**src/rtl/tlb_pkg.sv**
```systemverilog
// Shared definitions for the software-refilled TLB.
// Assumes: fields are located by the bit positions given here.
package tlb_pkg;

    // Register port half selector
    typedef enum logic {
        SEL_MATCH = 1'b0,
        SEL_XLAT  = 1'b1
    } cfg_sel_e;

    // Bit positions inside a match entry
    localparam int MATCH_VALID_BIT = 0;
    localparam int MATCH_RECENT_BIT = 1;

endpackage

```
**src/rtl/tlb_way_store.sv**
```systemverilog
// One way of the TLB: per-set page number, valid bit, physical page
// and protection field. It has one write port, with the match and the
// translate halves written separately, and two combinational read
// ports: one indexed by the lookup set and one by the register-port set.
// Assumes: write strobes are already qualified for this way.
module tlb_way_store #(
    parameter int ADDR_W     = 32,
    parameter int PAGE_OFS_W = 13,
    parameter int SETS       = 16,
    parameter int PROT_W     = 4,
    localparam int SET_W     = (SETS > 1) ? $clog2(SETS) : 1,
    localparam int VPN_W     = ADDR_W - PAGE_OFS_W
) (
    input  logic              clk,
    input  logic              rst_n,
    input  logic              wr_match,
    input  logic              wr_xlat,
    input  logic [SET_W-1:0]  wr_set,
    input  logic [ADDR_W-1:0] wr_data,
    input  logic [SET_W-1:0]  lk_set,
    output logic [VPN_W-1:0]  lk_vpn,
    output logic              lk_vld,
    output logic [VPN_W-1:0]  lk_ppn,
    output logic [PROT_W-1:0] lk_prot,
    input  logic [SET_W-1:0]  rd_set,
    output logic [VPN_W-1:0]  rd_vpn,
    output logic              rd_vld,
    output logic [VPN_W-1:0]  rd_ppn,
    output logic [PROT_W-1:0] rd_prot
);
    import tlb_pkg::*;

    logic [VPN_W-1:0]  vpn_q  [SETS];
    logic              vld_q  [SETS];
    logic [VPN_W-1:0]  ppn_q  [SETS];
    logic [PROT_W-1:0] prot_q [SETS];

    // Match half storage: clear on reset, load on a match write
    always_ff @(posedge clk) begin
        if (!rst_n) begin
            for (int s = 0; s < SETS; s++) begin
                vpn_q[s] <= '0;
                vld_q[s] <= 1'b0;
            end
        end else if (wr_match) begin
            vpn_q[wr_set] <= wr_data[ADDR_W-1:PAGE_OFS_W];
            vld_q[wr_set] <= wr_data[MATCH_VALID_BIT];
        end
    end

    // Translate half storage: clear on reset, load on a translate write
    always_ff @(posedge clk) begin
        if (!rst_n) begin
            for (int s = 0; s < SETS; s++) begin
                ppn_q[s]  <= '0;
                prot_q[s] <= '0;
            end
        end else if (wr_xlat) begin
            ppn_q[wr_set]  <= wr_data[ADDR_W-1:PAGE_OFS_W];
            prot_q[wr_set] <= wr_data[PROT_W-1:0];
        end
    end

    // Lookup-side read
    always_comb begin
        lk_vpn  = vpn_q[lk_set];
        lk_vld  = vld_q[lk_set];
        lk_ppn  = ppn_q[lk_set];
        lk_prot = prot_q[lk_set];
    end

    // Register-port-side read
    always_comb begin
        rd_vpn  = vpn_q[rd_set];
        rd_vld  = vld_q[rd_set];
        rd_ppn  = ppn_q[rd_set];
        rd_prot = prot_q[rd_set];
    end

endmodule

```
**src/rtl/tlb_compare.sv**
```systemverilog
// Compares the lookup page number with every way of the indexed set
// and selects the lowest-numbered matching way.
// Assumes: software normally avoids duplicate mappings; on a duplicate
// the lowest way wins.
module tlb_compare #(
    parameter int WAYS   = 2,
    parameter int VPN_W  = 19,
    parameter int PROT_W = 4,
    localparam int WAY_W = (WAYS > 1) ? $clog2(WAYS) : 1
) (
    input  logic [VPN_W-1:0]             lk_vpn,
    input  logic [WAYS-1:0][VPN_W-1:0]   way_vpn,
    input  logic [WAYS-1:0]              way_vld,
    input  logic [WAYS-1:0][VPN_W-1:0]   way_ppn,
    input  logic [WAYS-1:0][PROT_W-1:0]  way_prot,
    output logic                         hit,
    output logic [WAY_W-1:0]             hit_way,
    output logic [VPN_W-1:0]             hit_ppn,
    output logic [PROT_W-1:0]            hit_prot
);
    logic [WAYS-1:0] match_vec;

    // One full-width comparator per way
    for (genvar w = 0; w < WAYS; w++) begin : g_cmp
        assign match_vec[w] = way_vld[w] && (way_vpn[w] == lk_vpn);
    end

    assign hit = |match_vec;

    // Priority pick: lowest matching way
    always_comb begin
        hit_way  = '0;
        hit_ppn  = '0;
        hit_prot = '0;
        for (int w = WAYS - 1; w >= 0; w--) begin
            if (match_vec[w]) begin
                hit_way  = WAY_W'(w);
                hit_ppn  = way_ppn[w];
                hit_prot = way_prot[w];
            end
        end
    end

endmodule

```
**src/rtl/tlb_recency.sv**
```systemverilog
// Per-set recency bits, one per way. Touching a way sets its bit, and
// if every bit would then be set, only the touched bit remains.
// A register write has priority over a hit that addresses the same set.
// Assumes: WAYS >= 2 for the bits to be meaningful.
module tlb_recency #(
    parameter int SETS   = 16,
    parameter int WAYS   = 2,
    localparam int SET_W = (SETS > 1) ? $clog2(SETS) : 1,
    localparam int WAY_W = (WAYS > 1) ? $clog2(WAYS) : 1
) (
    input  logic             clk,
    input  logic             rst_n,
    input  logic             wr_touch,
    input  logic [SET_W-1:0] wr_set,
    input  logic [WAY_W-1:0] wr_way,
    input  logic             hit_touch,
    input  logic [SET_W-1:0] hit_set,
    input  logic [WAY_W-1:0] hit_way,
    input  logic [SET_W-1:0] rd_set,
    output logic [WAYS-1:0]  rd_bits
);
    logic [WAYS-1:0] used_q [SETS];

    // Compute the recency vector after touching one way
    function automatic logic [WAYS-1:0] touch(input logic [WAYS-1:0] old,
                                             input logic [WAY_W-1:0] w);
        logic [WAYS-1:0] one;
        one    = '0;
        one[w] = 1'b1;
        if (&(old | one)) return one;
        return old | one;
    endfunction

    for (genvar s = 0; s < SETS; s++) begin : g_set
        // Update one set's recency bits from a write or a hit
        always_ff @(posedge clk) begin
            if (!rst_n)
                used_q[s] <= '0;
            else if (wr_touch && (wr_set == SET_W'(s)))
                used_q[s] <= touch(used_q[s], wr_way);
            else if (hit_touch && (hit_set == SET_W'(s)))
                used_q[s] <= touch(used_q[s], hit_way);
        end
    end

    assign rd_bits = used_q[rd_set];

endmodule

```
**src/rtl/soft_tlb.sv**
```systemverilog
// Software-refilled set-associative data TLB. It looks up one set per
// request, registers the result with one cycle of latency, raises a
// one-cycle miss strobe and captures the faulting address. A register
// port gives same-cycle reads and next-edge writes of every entry.
// Assumes: SETS and WAYS are powers of two; PROT_W < PAGE_OFS_W;
// PAGE_OFS_W >= 2.
module soft_tlb #(
    parameter int ADDR_W     = 32,
    parameter int PAGE_OFS_W = 13,
    parameter int SETS       = 16,
    parameter int WAYS       = 2,
    parameter int PROT_W     = 4,
    localparam int SET_W     = (SETS > 1) ? $clog2(SETS) : 1,
    localparam int WAY_W     = (WAYS > 1) ? $clog2(WAYS) : 1,
    localparam int VPN_W     = ADDR_W - PAGE_OFS_W
) (
    input  logic              clk,
    input  logic              rst_n,
    input  logic              xlat_en,
    input  logic              lk_valid,
    input  logic [ADDR_W-1:0] lk_addr,
    input  logic              cfg_we,
    input  logic              cfg_sel,
    input  logic [WAY_W-1:0]  cfg_way,
    input  logic [SET_W-1:0]  cfg_set,
    input  logic [ADDR_W-1:0] cfg_wdata,
    output logic [ADDR_W-1:0] cfg_rdata,
    output logic              rs_valid,
    output logic              rs_hit,
    output logic [ADDR_W-1:0] rs_addr,
    output logic [PROT_W-1:0] rs_prot,
    output logic              miss_pulse,
    output logic [ADDR_W-1:0] fault_addr
);
    import tlb_pkg::*;

    logic [SET_W-1:0] lk_set;
    logic [VPN_W-1:0] lk_vpn;

    logic [WAYS-1:0][VPN_W-1:0]  lw_vpn;
    logic [WAYS-1:0]             lw_vld;
    logic [WAYS-1:0][VPN_W-1:0]  lw_ppn;
    logic [WAYS-1:0][PROT_W-1:0] lw_prot;
    logic [WAYS-1:0][VPN_W-1:0]  rw_vpn;
    logic [WAYS-1:0]             rw_vld;
    logic [WAYS-1:0][VPN_W-1:0]  rw_ppn;
    logic [WAYS-1:0][PROT_W-1:0] rw_prot;

    logic              hit;
    logic [WAY_W-1:0]  hit_way;
    logic [VPN_W-1:0]  hit_ppn;
    logic [PROT_W-1:0] hit_prot;
    logic [WAYS-1:0]   recent_bits;
    logic              xlat_lookup;

    assign lk_set      = lk_addr[PAGE_OFS_W +: SET_W];
    assign lk_vpn      = lk_addr[ADDR_W-1:PAGE_OFS_W];
    assign xlat_lookup = lk_valid && xlat_en;

    // One storage slice per way, write strobes decoded per way
    for (genvar w = 0; w < WAYS; w++) begin : g_way
        logic sel_this;
        assign sel_this = cfg_we && (cfg_way == WAY_W'(w));

        tlb_way_store #(
            .ADDR_W(ADDR_W), .PAGE_OFS_W(PAGE_OFS_W),
            .SETS(SETS), .PROT_W(PROT_W)
        ) u_store (
            .clk     (clk),
            .rst_n   (rst_n),
            .wr_match(sel_this && (cfg_sel_e'(cfg_sel) == SEL_MATCH)),
            .wr_xlat (sel_this && (cfg_sel_e'(cfg_sel) == SEL_XLAT)),
            .wr_set  (cfg_set),
            .wr_data (cfg_wdata),
            .lk_set  (lk_set),
            .lk_vpn  (lw_vpn[w]),
            .lk_vld  (lw_vld[w]),
            .lk_ppn  (lw_ppn[w]),
            .lk_prot (lw_prot[w]),
            .rd_set  (cfg_set),
            .rd_vpn  (rw_vpn[w]),
            .rd_vld  (rw_vld[w]),
            .rd_ppn  (rw_ppn[w]),
            .rd_prot (rw_prot[w])
        );
    end

    tlb_compare #(
        .WAYS(WAYS), .VPN_W(VPN_W), .PROT_W(PROT_W)
    ) u_cmp (
        .lk_vpn  (lk_vpn),
        .way_vpn (lw_vpn),
        .way_vld (lw_vld),
        .way_ppn (lw_ppn),
        .way_prot(lw_prot),
        .hit     (hit),
        .hit_way (hit_way),
        .hit_ppn (hit_ppn),
        .hit_prot(hit_prot)
    );

    tlb_recency #(
        .SETS(SETS), .WAYS(WAYS)
    ) u_rec (
        .clk      (clk),
        .rst_n    (rst_n),
        .wr_touch (cfg_we),
        .wr_set   (cfg_set),
        .wr_way   (cfg_way),
        .hit_touch(xlat_lookup && hit),
        .hit_set  (lk_set),
        .hit_way  (hit_way),
        .rd_set   (cfg_set),
        .rd_bits  (recent_bits)
    );

    // Register-port read data assembled from the addressed way
    always_comb begin
        cfg_rdata = '0;
        if (cfg_sel_e'(cfg_sel) == SEL_MATCH) begin
            cfg_rdata[ADDR_W-1:PAGE_OFS_W] = rw_vpn[cfg_way];
            cfg_rdata[MATCH_RECENT_BIT]    = recent_bits[cfg_way];
            cfg_rdata[MATCH_VALID_BIT]     = rw_vld[cfg_way];
        end else begin
            cfg_rdata[ADDR_W-1:PAGE_OFS_W] = rw_ppn[cfg_way];
            cfg_rdata[PROT_W-1:0]          = rw_prot[cfg_way];
        end
    end

    // Result register: translated, passed-through or missed lookup
    always_ff @(posedge clk) begin
        if (!rst_n) begin
            rs_valid <= 1'b0;
            rs_hit   <= 1'b0;
            rs_addr  <= '0;
            rs_prot  <= '0;
        end else begin
            rs_valid <= lk_valid;
            if (lk_valid) begin
                if (!xlat_en) begin
                    rs_hit  <= 1'b0;
                    rs_addr <= lk_addr;
                    rs_prot <= '0;
                end else begin
                    rs_hit  <= hit;
                    rs_addr <= {hit_ppn, lk_addr[PAGE_OFS_W-1:0]};
                    rs_prot <= hit_prot;
                end
            end
        end
    end

    // Miss strobe and fault-address capture
    always_ff @(posedge clk) begin
        if (!rst_n) begin
            miss_pulse <= 1'b0;
            fault_addr <= '0;
        end else begin
            miss_pulse <= xlat_lookup && !hit;
            if (xlat_lookup && !hit)
                fault_addr <= lk_addr;
        end
    end

endmodule

```
**config.mk**
```make
export PLATFORM = sky130hd
export DESIGN_NAME = soft_tlb
export DESIGN_NICKNAME = d
export VERILOG_FILES = /design/src/rtl/tlb_pkg.sv /design/src/rtl/tlb_way_store.sv /design/src/rtl/tlb_compare.sv /design/src/rtl/tlb_recency.sv /design/src/rtl/soft_tlb.sv
export SDC_FILE = /design/constraint.sdc
export NUM_CORES = 2
export LEC_CHECK = 0
export BUFFER_PORTS_ARGS = -buffer_cell sky130_fd_sc_hd__buf_2
export CORE_MARGIN = 3
export CORE_UTILIZATION = 52
export DETAILED_ROUTE_END_ITERATION = 12
export HOLD_SLACK_MARGIN = 0.12
export PLACE_DENSITY = 0.68
export SLEW_MARGIN = 20
export SYNTH_ARGS = -nofsm -noshare
export SYNTH_HDL_FRONTEND = slang
export SYNTH_SLANG_ARGS = --single-unit
```
**constraint.sdc**
```tcl
create_clock -name clk -period 12.7 [get_ports clk]
set_clock_uncertainty 0.1 [all_clocks]
set_input_delay 2.54 -clock clk [delete_from_list [all_inputs] [get_ports clk]]
set_output_delay 2.54 -clock clk [all_outputs]
set_load 0.02 [all_outputs]
```
==> results.md <==
- Slew @ Worst Pin: 1.20 ns
- DRC viols: 0
- WL per Instance: 36.5 um
- Comb pwr share: 0.127
- Cts repair resizes: 0
- Crit path largest cell delay: 0.65 ns
- Clock root buffer: clkbuf_16
- Synth Cell Area: 78800 um^2
- Critical path's most frequent cell: mux4_2
- FF/Latch Area: 43400 um^2
- FP Rows: 142
- Final WL: 268 mm
- Placed cells: 7059
- Die area: 156000 um^2
- Cell Count, Final, Fillers Out: 7349
- Share of layout cells above drive strength 1: 0.281
- Initial antenna violation count: 31
- Seq pwr share: 0.491
- Hold Path Class: reg2reg
- Met3 Track Usage GR: 0.101
- Clock sinks: 1479
- Gate Count Post-Synth: 5298
- Footprint of the multi-input gates: 33800 um^2
- Clock tree buffer depth: 3
- Total of max-cap violations: 0
- Clk_lat worst skew: 0.81 ns
- Antenna violation net count after detailed routing: 0
- Vias in the first global route: 49755
- Synth Register Bits: 1479
- Busiest layer in global routing: met2
- IO buf count: 159
- Multiplexer share of the synthesized area: 0.247
- CP Cell Sequence: buf_8 > buf_4 > buf_4 > mux4_2 > mux4_2 > mux4_2 > buf_2
- Largest net degree at the start of global routing: 156
- Arrival time worst endpoint: 6.35 ns
- Final Wtd Congestion: 0.923
- Largest family of logic cells by synthesized area: multiplexers
- Clock Power Share: 0.382
- Adder-cell share of the synthesized area: 0
- Vias: 49948
- CTS H-tree depth: 4
- CTS Buf Count: 156
- Nets: 5276
- Routing usage on met2: 0.518
- Final setup violating endpoints: 0
- Final worst-path cycle share: 0.708
- Switching Share: 0.254
- Slowest-stage cell, CP: buf_4
- TritonRoute pass-1 iters: 6
- Post-DP HPWL: 153 mm
- CP max FO: 89
- PD cells: 134 nW/um^2
- Grt total ovfl: 0
- Warnings, synthesis: 0
- Initial Util: 0.525
- Die Y: 395 um
- Pint: 8.65 mW
- Status: finished, final reports clean
- Area grow syn2layout: 10.2%
- RSZ-0062 raised after global routing: false
- Worst vdd ir: 100 uV
- Final Hold Viols: 0
- Startpoint type of the worst setup path: primary input
- I/O pin total: 178
- Critical Path Sink Type: output port
- Worst-path clk slew: 0.06 ns
- Library cells used by synthesis: 67
- CTS Hold Bufs: 0
- Core area: 150000 um^2
- All-Layer GR Usage: 0.345
- WHS: 0.353 ns
- XOR/XNOR share of the synthesized area: 0.00422
- CP required: 10.06 ns
- Drt first-iter violations: 7990
- M1 GR Usage: 0.449
- # fillers: 11484
- EDFF count, synth: 1376
- First-pass GRT wire length: 376 mm
- NetSw: 2.95 mW
- Total power: 11.6 mW
- Slew margin rel.: 0.201
- CTS tree: yes
- Post-Synth Simple-Gate Area: 0.139
- Die X: 395 um
- Area fraction in compound gates after synthesis: 0.0276
- Worst setup path class: in2out
- Sequential-to-total area share from yosys stat: 0.551
- Asr flop ratio synth: 0
- Postcts setup bufs: 0
- Fmax: 111 MHz
- Fin. max-slew vios: 0
- Leakage Power: 29.5 nW
- Syn avg cell area: 14.9 um^2
- Final Critical Period: 8.99 ns
- DR vias/cell: 6.80
- Ys flop type: edfxtp_1
- Post-route setup TNS: 0 ns
-- critical path, delay by kind of cell --
family	cells	cell delay (ns)
multiplexers	3	1.57
buffers and inverters	4	2.07
-- cell usage in the layout (no fill, tap or decap), types with 13 or more instances in the layout --
master,count
nor2_2,39
xor2_1,24
o21ai_0,60
and2_1,1360
xnor2_1,14
clkbuf_8,16
clkinv_1,35
o21ai_4,32
a22o_1,13
a22oi_1,13
o211ai_1,30
mux2i_1,144
buf_2,144
nand3_1,67
nand2b_1,14
clkbuf_1,37
clkinv_2,23
nor2b_1,36
nor2_4,24
dfxtp_1,103
nor2_1,67
nand2_1,230
nand4_1,15
a21oi_1,31
clkbuf_16,162
o31ai_1,13
edfxtp_1,1376
o21ai_2,32
mux4_2,795
buf_4,168
a221oi_1,14
a21boi_0,20
-- final timing paths --
kind	startpoint	endpoint	slack, ns	cells after the start
min reg2reg	fault_addr[9]	fault_addr[9]	0.35	2
max reg2reg	g_way[0].u_store.vpn_q[10][2]	u_rec.used_q[4][0]	7.87	10
min	fault_addr[9]	fault_addr[9]	0.35	2
max	cfg_set[1]	cfg_rdata[14]	3.71	7
-- power groups by stage --
stage          combinational [mW]  sequential, mW  clock, mW
2_1_floorplan               0.885            5.76          0
3_3_place_gp                 1.44            5.77          0
3_5_place_dp                 1.45            5.79          0
4_1_cts                      1.45            5.69       4.46
5_1_grt                      1.51            5.72       4.66
6_report                     1.48            5.69       4.44
-- Yosys cell counts, types with 5 or more instances --
master | number | area [um^2]
o31ai_1 | 13 | 97.6
nand3_1 | 69 | 345
buf_4 | 29 | 218
nor3_1 | 8 | 40.0
nor2b_1 | 39 | 244
a22o_1 | 13 | 114
nand4_1 | 15 | 93.8
a211oi_1 | 9 | 67.6
nand2b_1 | 14 | 87.6
mux2i_1 | 144 | 1440
o21ai_0 | 124 | 621
a31o_2 | 9 | 78.8
xor2_1 | 24 | 210
a21boi_0 | 20 | 150
and3_1 | 6 | 37.5
dfxtp_1 | 103 | 2060
a22oi_1 | 13 | 97.6
nor3b_1 | 5 | 37.5
xnor2_1 | 14 | 123
buf_6 | 11 | 124
o211ai_1 | 30 | 225
mux4_2 | 795 | 17900
a31oi_1 | 6 | 37.5
a221oi_1 | 14 | 123
clkbuf_1 | 434 | 1630
nand3b_1 | 5 | 37.5
o22ai_1 | 11 | 68.8
mux2_2 | 11 | 124
a21oi_1 | 31 | 155
edfxtp_1 | 1376 | 41300
nand2_1 | 230 | 863
buf_1 | 81 | 304
nor2_1 | 130 | 488
buf_2 | 36 | 180
inv_1 | 8 | 30.0
and2_1 | 1360 | 8510
-- through the flow --
| stage | cell area, um^2 | setup slack, ns | utilization |
|---|---|---|---|
| detailed placement | 81900 | 3.75 | 0.546 |
| global placement | 81900 | 3.75 | 0.546 |
| global route | 86800 | 3.68 | 0.578 |
| finish | 86800 | 3.71 | 0.578 |
| CTS | 86800 | 3.75 | 0.578 |
| floorplan | 78800 | 4.79 | - |
-- state kept, by name, summed over array words and instances, names as in the netlist --
name                  count
fault_addr               32
rs_prot                   4
g_way.u_store.prot_q    128
rs_hit                    1
u_rec.used_q             32
g_way.u_store.vpn_q     608
g_way.u_store.ppn_q     608
g_way.u_store.vld_q      32
rs_addr                  32
miss_pulse                1
rs_valid                  1
-- per-layer routing --
metal / vias up / wire, um
li1: 19973 / -
met1: 25442 / 92800
met2: 3698 / 120000
met3: 807 / 36000
met4: 28 / 19000
met5: - / 181
-- cells by family after synthesis --
logic type | Yosys count
compound gates | 330
simple gates | 1901
xor+xnor | 38
buf+inv | 599
flops | 1479
other cells | 1
mux | 950
-- layout make-up --
type                            instances  area share
Antenna cell                            6    0.000173
Clock buffer                          214      0.0507
Clock inverter                         70     0.00523
Inverter                                8    0.000346
Multi-Input combinational cell       3228       0.389
Sequential cell                      1479       0.500
Tap cell                             2016      0.0291
Timing Repair Buffer                  328      0.0259
Note: power is estimated with default switching activity, not from simulation.
